==> src/rtl/kbl_pkg.sv <==
package kbl_pkg;

  localparam int FRAME_BITS = 11;
  localparam int LAST_IDX   = FRAME_BITS - 1;

  typedef enum logic [1:0] {
    TX_IDLE  = 2'd0,
    TX_INHIB = 2'd1,
    TX_SHIFT = 2'd2
  } tx_state_e;

  function automatic logic odd_par(input logic [7:0] d);
    return ~^d;
  endfunction

endpackage

==> src/rtl/kbl_line_filter.sv <==
module kbl_line_filter #(
  parameter int SYNC_STAGES = 2,
  parameter int FILT_LEN    = 4
) (
  input  logic clk,
  input  logic rst_n,
  input  logic line_i,
  output logic level_o
);
  localparam int CW = $clog2(FILT_LEN + 1);

  logic [SYNC_STAGES-1:0] sync_q;
  logic [CW-1:0]          cnt_q, cnt_d;
  logic                   lvl_q, lvl_d;
  logic                   synced;

  assign synced = sync_q[SYNC_STAGES-1];

  always_comb begin
    cnt_d = '0;
    lvl_d = lvl_q;
    if (synced != lvl_q) begin
      if (cnt_q == CW'(FILT_LEN - 1)) begin
        lvl_d = synced;
      end else begin
        cnt_d = cnt_q + 1'b1;
      end
    end
  end

  always_ff @(posedge clk or negedge rst_n) begin
    if (!rst_n) begin
      sync_q <= '1;
      cnt_q  <= '0;
      lvl_q  <= 1'b1;
    end else begin
      sync_q <= {sync_q[SYNC_STAGES-2:0], line_i};
      cnt_q  <= cnt_d;
      lvl_q  <= lvl_d;
    end
  end

  assign level_o = lvl_q;

endmodule

==> src/rtl/kbl_rx.sv <==
module kbl_rx
  import kbl_pkg::*;
#(
  parameter int RX_TMO_CYC = 24000
) (
  input  logic       clk,
  input  logic       rst_n,
  input  logic       en_i,
  input  logic       fall_i,
  input  logic       dat_i,
  input  logic       rdy_i,
  output logic [7:0] data_o,
  output logic       valid_o,
  output logic       perr_o,
  output logic       tmo_o,
  output logic       busy_o
);
  localparam int TW = $clog2(RX_TMO_CYC + 1);

  logic [3:0]    bitcnt_q, bitcnt_d;
  logic [8:0]    sr_q, sr_d;
  logic [TW-1:0] tmr_q, tmr_d;
  logic [7:0]    data_q, data_d;
  logic          valid_q, valid_d;
  logic          perr_q, perr_d;
  logic          tmo_q, tmo_d;

  always_comb begin
    bitcnt_d = bitcnt_q;
    sr_d     = sr_q;
    tmr_d    = tmr_q;
    data_d   = data_q;
    valid_d  = valid_q;
    perr_d   = perr_q;
    tmo_d    = tmo_q;

    if (valid_q && rdy_i) valid_d = 1'b0;

    if (!en_i) begin
      bitcnt_d = '0;
      tmr_d    = '0;
    end else if (bitcnt_q != '0 && tmr_q == TW'(RX_TMO_CYC - 1)) begin
      bitcnt_d = '0;
      tmr_d    = '0;
      tmo_d    = 1'b1;
    end else begin
      if (bitcnt_q != '0) tmr_d = tmr_q + 1'b1;
      if (fall_i && !valid_q) begin
        if (bitcnt_q == '0) begin
          if (!dat_i) begin
            bitcnt_d = 4'd1;
            tmr_d    = '0;
          end
        end else if (bitcnt_q == 4'(LAST_IDX)) begin
          bitcnt_d = '0;
          tmr_d    = '0;
          if (dat_i) begin
            if (^sr_q) begin
              data_d  = sr_q[7:0];
              valid_d = 1'b1;
              perr_d  = 1'b0;
              tmo_d   = 1'b0;
            end else begin
              perr_d  = 1'b1;
            end
          end
        end else begin
          sr_d     = {dat_i, sr_q[8:1]};
          bitcnt_d = bitcnt_q + 1'b1;
        end
      end
    end
  end

  always_ff @(posedge clk or negedge rst_n) begin
    if (!rst_n) begin
      bitcnt_q <= '0;
      sr_q     <= '0;
      tmr_q    <= '0;
      data_q   <= '0;
      valid_q  <= 1'b0;
      perr_q   <= 1'b0;
      tmo_q    <= 1'b0;
    end else begin
      bitcnt_q <= bitcnt_d;
      sr_q     <= sr_d;
      tmr_q    <= tmr_d;
      data_q   <= data_d;
      valid_q  <= valid_d;
      perr_q   <= perr_d;
      tmo_q    <= tmo_d;
    end
  end

  assign data_o  = data_q;
  assign valid_o = valid_q;
  assign perr_o  = perr_q;
  assign tmo_o   = tmo_q;
  assign busy_o  = (bitcnt_q != '0);

endmodule

==> src/rtl/kbl_tx.sv <==
module kbl_tx
  import kbl_pkg::*;
#(
  parameter int INHIBIT_CYC = 1200,
  parameter int TX_TMO_CYC  = 180000
) (
  input  logic       clk,
  input  logic       rst_n,
  input  logic       allow_i,
  input  logic       fall_i,
  input  logic       dat_i,
  input  logic [7:0] data_i,
  input  logic       valid_i,
  output logic       ready_o,
  output logic       clk_oe_o,
  output logic       dat_oe_o,
  output logic       busy_o,
  output logic       tmo_o
);
  localparam int TW = $clog2(TX_TMO_CYC + 1);

  tx_state_e     st_q, st_d;
  logic [9:0]    sh_q, sh_d;
  logic          out_q, out_d;
  logic [3:0]    nfall_q, nfall_d;
  logic [TW-1:0] tmr_q, tmr_d;
  logic          tmo_q, tmo_d;

  assign ready_o = (st_q == TX_IDLE) && allow_i;

  always_comb begin
    st_d    = st_q;
    sh_d    = sh_q;
    out_d   = out_q;
    nfall_d = nfall_q;
    tmr_d   = tmr_q;
    tmo_d   = tmo_q;

    unique case (st_q)
      TX_IDLE: begin
        out_d = 1'b1;
        if (valid_i && ready_o) begin
          st_d    = TX_INHIB;
          sh_d    = {1'b1, odd_par(data_i), data_i};
          out_d   = 1'b0;
          nfall_d = '0;
          tmr_d   = '0;
          tmo_d   = 1'b0;
        end
      end
      TX_INHIB: begin
        tmr_d = tmr_q + 1'b1;
        if (tmr_q == TW'(INHIBIT_CYC - 1)) st_d = TX_SHIFT;
      end
      TX_SHIFT: begin
        tmr_d = tmr_q + 1'b1;
        if (fall_i) begin
          nfall_d = nfall_q + 1'b1;
          if (nfall_q == 4'(LAST_IDX)) begin
            st_d  = TX_IDLE;
            out_d = 1'b1;
            if (dat_i) tmo_d = 1'b1;
          end else begin
            out_d = sh_q[0];
            sh_d  = {1'b1, sh_q[9:1]};
          end
        end
      end
      default: st_d = TX_IDLE;
    endcase

    if (st_q != TX_IDLE && tmr_q == TW'(TX_TMO_CYC - 1)) begin
      st_d  = TX_IDLE;
      out_d = 1'b1;
      tmo_d = 1'b1;
    end
  end

  always_ff @(posedge clk or negedge rst_n) begin
    if (!rst_n) begin
      st_q    <= TX_IDLE;
      sh_q    <= '1;
      out_q   <= 1'b1;
      nfall_q <= '0;
      tmr_q   <= '0;
      tmo_q   <= 1'b0;
    end else begin
      st_q    <= st_d;
      sh_q    <= sh_d;
      out_q   <= out_d;
      nfall_q <= nfall_d;
      tmr_q   <= tmr_d;
      tmo_q   <= tmo_d;
    end
  end

  assign clk_oe_o = (st_q == TX_INHIB);
  assign dat_oe_o = (st_q == TX_SHIFT) && !out_q;
  assign busy_o   = (st_q != TX_IDLE);
  assign tmo_o    = tmo_q;

endmodule

==> src/rtl/kbl_link.sv <==
module kbl_link #(
  parameter int SYNC_STAGES = 2,
  parameter int FILT_LEN    = 4,
  parameter int INHIBIT_CYC = 1200,
  parameter int RX_TMO_CYC  = 24000,
  parameter int TX_TMO_CYC  = 180000
) (
  input  logic       clk,
  input  logic       rst_n,
  input  logic       kclk_i,
  input  logic       kdat_i,
  output logic       kclk_oe_o,
  output logic       kdat_oe_o,
  input  logic       kb_lock_i,
  output logic [7:0] rx_data_o,
  output logic       rx_valid_o,
  input  logic       rx_ready_i,
  input  logic [7:0] tx_data_i,
  input  logic       tx_valid_i,
  output logic       tx_ready_o,
  output logic       parity_err_o,
  output logic       rx_tmo_o,
  output logic       tx_tmo_o
);
  localparam int NLINES = 2;

  logic [1:0]        rsync_q;
  logic              srst_n;
  logic [NLINES-1:0] raw, lvl;
  logic              clk_prev_q, kfall;
  logic              rx_busy, rx_valid, tx_busy, tx_clk_oe, tx_dat_oe;

  always_ff @(posedge clk or negedge rst_n) begin
    if (!rst_n) rsync_q <= '0;
    else        rsync_q <= {rsync_q[0], 1'b1};
  end
  assign srst_n = rsync_q[1];

  assign raw = {kdat_i, kclk_i};

  for (genvar g = 0; g < NLINES; g++) begin : g_line
    kbl_line_filter #(
      .SYNC_STAGES (SYNC_STAGES),
      .FILT_LEN    (FILT_LEN)
    ) u_filt (
      .clk     (clk),
      .rst_n   (srst_n),
      .line_i  (raw[g]),
      .level_o (lvl[g])
    );
  end

  always_ff @(posedge clk or negedge srst_n) begin
    if (!srst_n) clk_prev_q <= 1'b1;
    else         clk_prev_q <= lvl[0];
  end
  assign kfall = clk_prev_q && !lvl[0];

  kbl_rx #(
    .RX_TMO_CYC (RX_TMO_CYC)
  ) u_rx (
    .clk     (clk),
    .rst_n   (srst_n),
    .en_i    (!tx_busy && !kb_lock_i),
    .fall_i  (kfall),
    .dat_i   (lvl[1]),
    .rdy_i   (rx_ready_i),
    .data_o  (rx_data_o),
    .valid_o (rx_valid),
    .perr_o  (parity_err_o),
    .tmo_o   (rx_tmo_o),
    .busy_o  (rx_busy)
  );

  kbl_tx #(
    .INHIBIT_CYC (INHIBIT_CYC),
    .TX_TMO_CYC  (TX_TMO_CYC)
  ) u_tx (
    .clk      (clk),
    .rst_n    (srst_n),
    .allow_i  (srst_n && !rx_busy && !rx_valid),
    .fall_i   (kfall),
    .dat_i    (lvl[1]),
    .data_i   (tx_data_i),
    .valid_i  (tx_valid_i),
    .ready_o  (tx_ready_o),
    .clk_oe_o (tx_clk_oe),
    .dat_oe_o (tx_dat_oe),
    .busy_o   (tx_busy),
    .tmo_o    (tx_tmo_o)
  );

  assign rx_valid_o = rx_valid;
  assign kclk_oe_o  = tx_clk_oe || rx_valid;
  assign kdat_oe_o  = tx_dat_oe;

endmodule

==> config.mk <==
export PLATFORM = sky130hd
export DESIGN_NAME = kbl_link
export DESIGN_NICKNAME = d
export VERILOG_FILES = /design/src/rtl/kbl_pkg.sv /design/src/rtl/kbl_line_filter.sv /design/src/rtl/kbl_rx.sv /design/src/rtl/kbl_tx.sv /design/src/rtl/kbl_link.sv
export SDC_FILE = /design/constraint.sdc
export NUM_CORES = 1
export LEC_CHECK = 0
export ABC_AREA = 1
export BUFFER_PORTS_ARGS = -buffer_cell sky130_fd_sc_hd__clkbuf_2
export CORE_MARGIN = 5
export CORE_UTILIZATION = 50
export CTS_CLUSTER_SIZE = 40
export DETAILED_ROUTE_END_ITERATION = 10
export GPL_TIMING_DRIVEN = 0
export HOLD_SLACK_MARGIN = 0.15
export PLACE_DENSITY = 0.73
export SYNTH_ARGS = -nofsm -noshare
export SYNTH_HDL_FRONTEND = slang
export SYNTH_SLANG_ARGS = --single-unit
==> constraint.sdc <==
create_clock -name clk -period 3.7 [get_ports clk]
set_clock_uncertainty 0.05 [all_clocks]
set_input_delay 0.37 -clock clk [delete_from_list [all_inputs] [get_ports clk]]
set_output_delay 0.37 -clock clk [all_outputs]
set_load 0.1 [all_outputs]
==> results.md <==
* Status: finished clean
* FMAX at 0.375 GHz
* P_sw at 1.45 mW
* Worst-skew pair later-pin latency at 0.36 ns
* # Max-Cap Violations at 0
* Grt total ovfl at 0
* Ant diodes at 0
* Yosys Warn Count at 0
* Fin nets at 669
* Largest area contributor in the netlist: dfrtp_1
* IO Port Bufs at 29
* Synth Instances at 595
* Fillers at 886
* Top_reg_cell synth: dfrtp_1
* Post-Route WL at 9.53 mm
* Fin crit period at 2.67 ns
* CP Data Arrival Time at 2.25 ns
* Net switching fraction of the power at 43.6%
* Global-route wire length before repair at 17.1 mm
* Die Y at 108 um
* VDD IR max at 0.352 mV
* Clock transition at the registers of the reported paths at 0.10 ns
* Fin Setup TNS at 0 ns
* Required @ worst endpoint at 3.28 ns
* Syn_area_per_cell at 8.02 um^2
* Max Fanout on Critical Path at 62
* Cell Rows at 35
* Post-synth EDFFs at 0
* Dpl hpwl at 7.05 mm
* Lkg Pwr at 2.55 nW
* WL/cell at 12.3 um
* Async SR Flop Fraction at 100%
* Clock sink count at 89
* Post-route ant nets at 0
* Cell area after synthesis at 4770 um^2
* Core Box Area at 9280 um^2
* Netlist cell types at 40
* Slew Viols, Final at 0
* Endpoints failing setup at 0
* Root Driver: clkbuf_8
* Antenna violations before repair at 0
* Hold Path Class: reg2async
* Clock Power Share at 18.8%
* Post-route DRC at 0
* Critical Path Sink Type: output port
* FF+latch count, synth at 89
* Synthesized Nets at 624
* RSZ-0062 raised after global routing: no
* Total Routing Usage GR at 18.0%
* Post-CTS resize count at 0
* Hold slack at 0.221 ns
* Count leader, synth: nand2_1
* Post-synthesis sequential area ratio at 47.1%
* Bufs on Longest Clock Path at 2
* CTS tree: built
* PwrDens at 625 nW/um^2
* # H-tree levels at 3
* Total Die Area at 11600 um^2
* Most common library cells after synthesis: nand2_1 (145), dfrtp_1 (72), inv_1 (72), nor2_1 (66), nand3_1 (50)
* Cts bufs inserted at 9
* Area share of the largest cell type after synthesis at 37.8%
* IO Pins at 30
* Int Power at 1.88 mW
* Slew @ Worst Pin at 0.552 ns
* Drt via density at 5.04
* Vias in the first global route at 3872
* Share of cells above drive strength 1 at 12.9%
* Initial DRC count at 181
* Routed vias at 3904
* Gpl congestion at 0.913
* Area contributors post-synth: dfrtp_1 (38%), nand2_1 (11%), dfstp_2 (9.4%), inv_1 (5.7%), nand3_1 (5.2%)
* Crit Path Class: reg2out
* Largest net degree at the start of global routing at 63
* Area growth from synthesis to layout at 11.7%
* Reg power frac at 42.3%
* CP Launch Type: flip-flop
* DRT Pass-1 Iters at 4
* Slew headroom at 63.3%
* Fin. Hold Viols at 0
* Initial Util at 51.4%
* DIE WIDTH at 108 um
* Tcrit/Tclk final at 72.2%
* Combinational power share at 38.9%
[area by class of cell]
class	count	area (um^2)	share of cell area (%)
clock buffer	10	128	2.40
tap	129	161	3.03
inverter	74	278	5.21
multi-input combinational	423	2190	41.1
timing repair buffer	34	213	3.99
clock inverter	6	51.3	0.963
sequential	89	2250	42.3
buffer	9	55.1	1.03
[flip-flops by register name, indices dropped and copies added (netlist names), 2 cells and up]
register	count
g_line.u_filt.sync_q	4
u_tx.st_q	2
u_tx.tmr_q	18
u_rx.data_o	8
u_rx.tmr_q	15
g_line.u_filt.cnt_q	6
u_tx.nfall_q	4
u_rx.sr_q	9
u_tx.sh_q	9
u_rx.bitcnt_q	4
g_line.u_filt.level_o	2
rsync_q	2
[cells in the final DEF (no fill, tap or decap), drive strengths merged, types with 3 or more instances in the layout]
master	netlist	routed
inv	73	75
xor2	16	16
ha	14	14
nand4	10	10
a21oi	19	19
xnor2	11	11
buf	6	7
nor2	69	69
nand3	52	52
nand2	149	149
clkinvlp	0	3
o21ai	41	41
dfstp	17	17
dlygate4sd3	0	4
clkbuf	3	42
nor3	21	21
nand3b	4	4
nor3b	3	3
dfrtp	72	72
[kinds of logic after synthesis]
kind of cell               share of synthesized area [%]
AOI/OAI and AO/OA                                   7.82
DFF                                                 47.1
other                                             0.0786
buffers and inverters                               6.98
adders and majority gates                           3.67
xor gates and xnor gates                            4.96
and+or+nand+nor                                     29.4
[path summary, 6_finish.rpt]
kind / from / to / slack (ns) / cells past startpoint
worst min register to register: rsync_q[1]$_DFF_PN0_ / u_tx.tmr_q[12]$_DFFE_PN0P_ / 0.22 / 0
worst max register to register: rsync_q[1]$_DFF_PN0_ / u_tx.tmr_q[10]$_DFFE_PN0P_ / 1.25 / 10
max in group asynchronous: rsync_q[1]$_DFF_PN0_ / g_line[1].u_filt.level_o$_DFFE_PN1P_ / 2.75 / 1
min in group clk: kb_lock_i / u_rx.bitcnt_q[1]$_DFFE_PN0P_ / 0.28 / 4
worst max-delay path: rsync_q[1]$_DFF_PN0_ / tx_ready_o / 1.03 / 4
worst min-delay path: rsync_q[1]$_DFF_PN0_ / u_tx.tmr_q[12]$_DFFE_PN0P_ / 0.22 / 0
[repair_timing]
action                     CTS  global route
hold endpoints to repair     5             0
setup buffers                0             0
hold buffers                 4             0
setup endpoints to repair    0             0
[critical path, stage by stage (launching register included)]
cell and delay (ns):
dfrtp_4 0.68, buf_16 0.32, nand3_1 0.17, nor2_4 0.20
clkbuf_2 0.49
[power by group through the flow]
stage	sequential, mW	combinational [mW]	clock, mW
3_5_place_dp	1.43	1.30	0
5_1_grt	1.44	1.49	0.687
3_3_place_gp	1.43	1.25	0
4_1_cts	1.41	1.31	0.642
2_1_floorplan	1.42	0.992	0
6_report	1.41	1.30	0.627
[stage by stage]
step / util, % / total power [mW] / cell area (um^2) / setup slack, ns / instances
after floorplan: - / 2.41 / 4770 / 0.548 / 595
after global placement: 54.7 / 2.67 / 5080 / 0.384 / 753
after detailed placement: 55.0 / 2.73 / 5110 / 1.25 / 754
after CTS: 57.4 / 3.36 / 5330 / 0.960 / 774
after global routing: 57.4 / 3.61 / 5330 / 0.821 / 774
final: 57.4 / 3.33 / 5330 / 1.03 / 774
[routing by layer]
metal,vias up,wire (um),GRT usage (%)
met4,0,78,4.51
met1,1848,4670,24.2
met5,-,0,0
met2,54,4440,29.4
met3,7,335,4.32
li1,1995,-,-
Power figures use the tool's default switching activity.
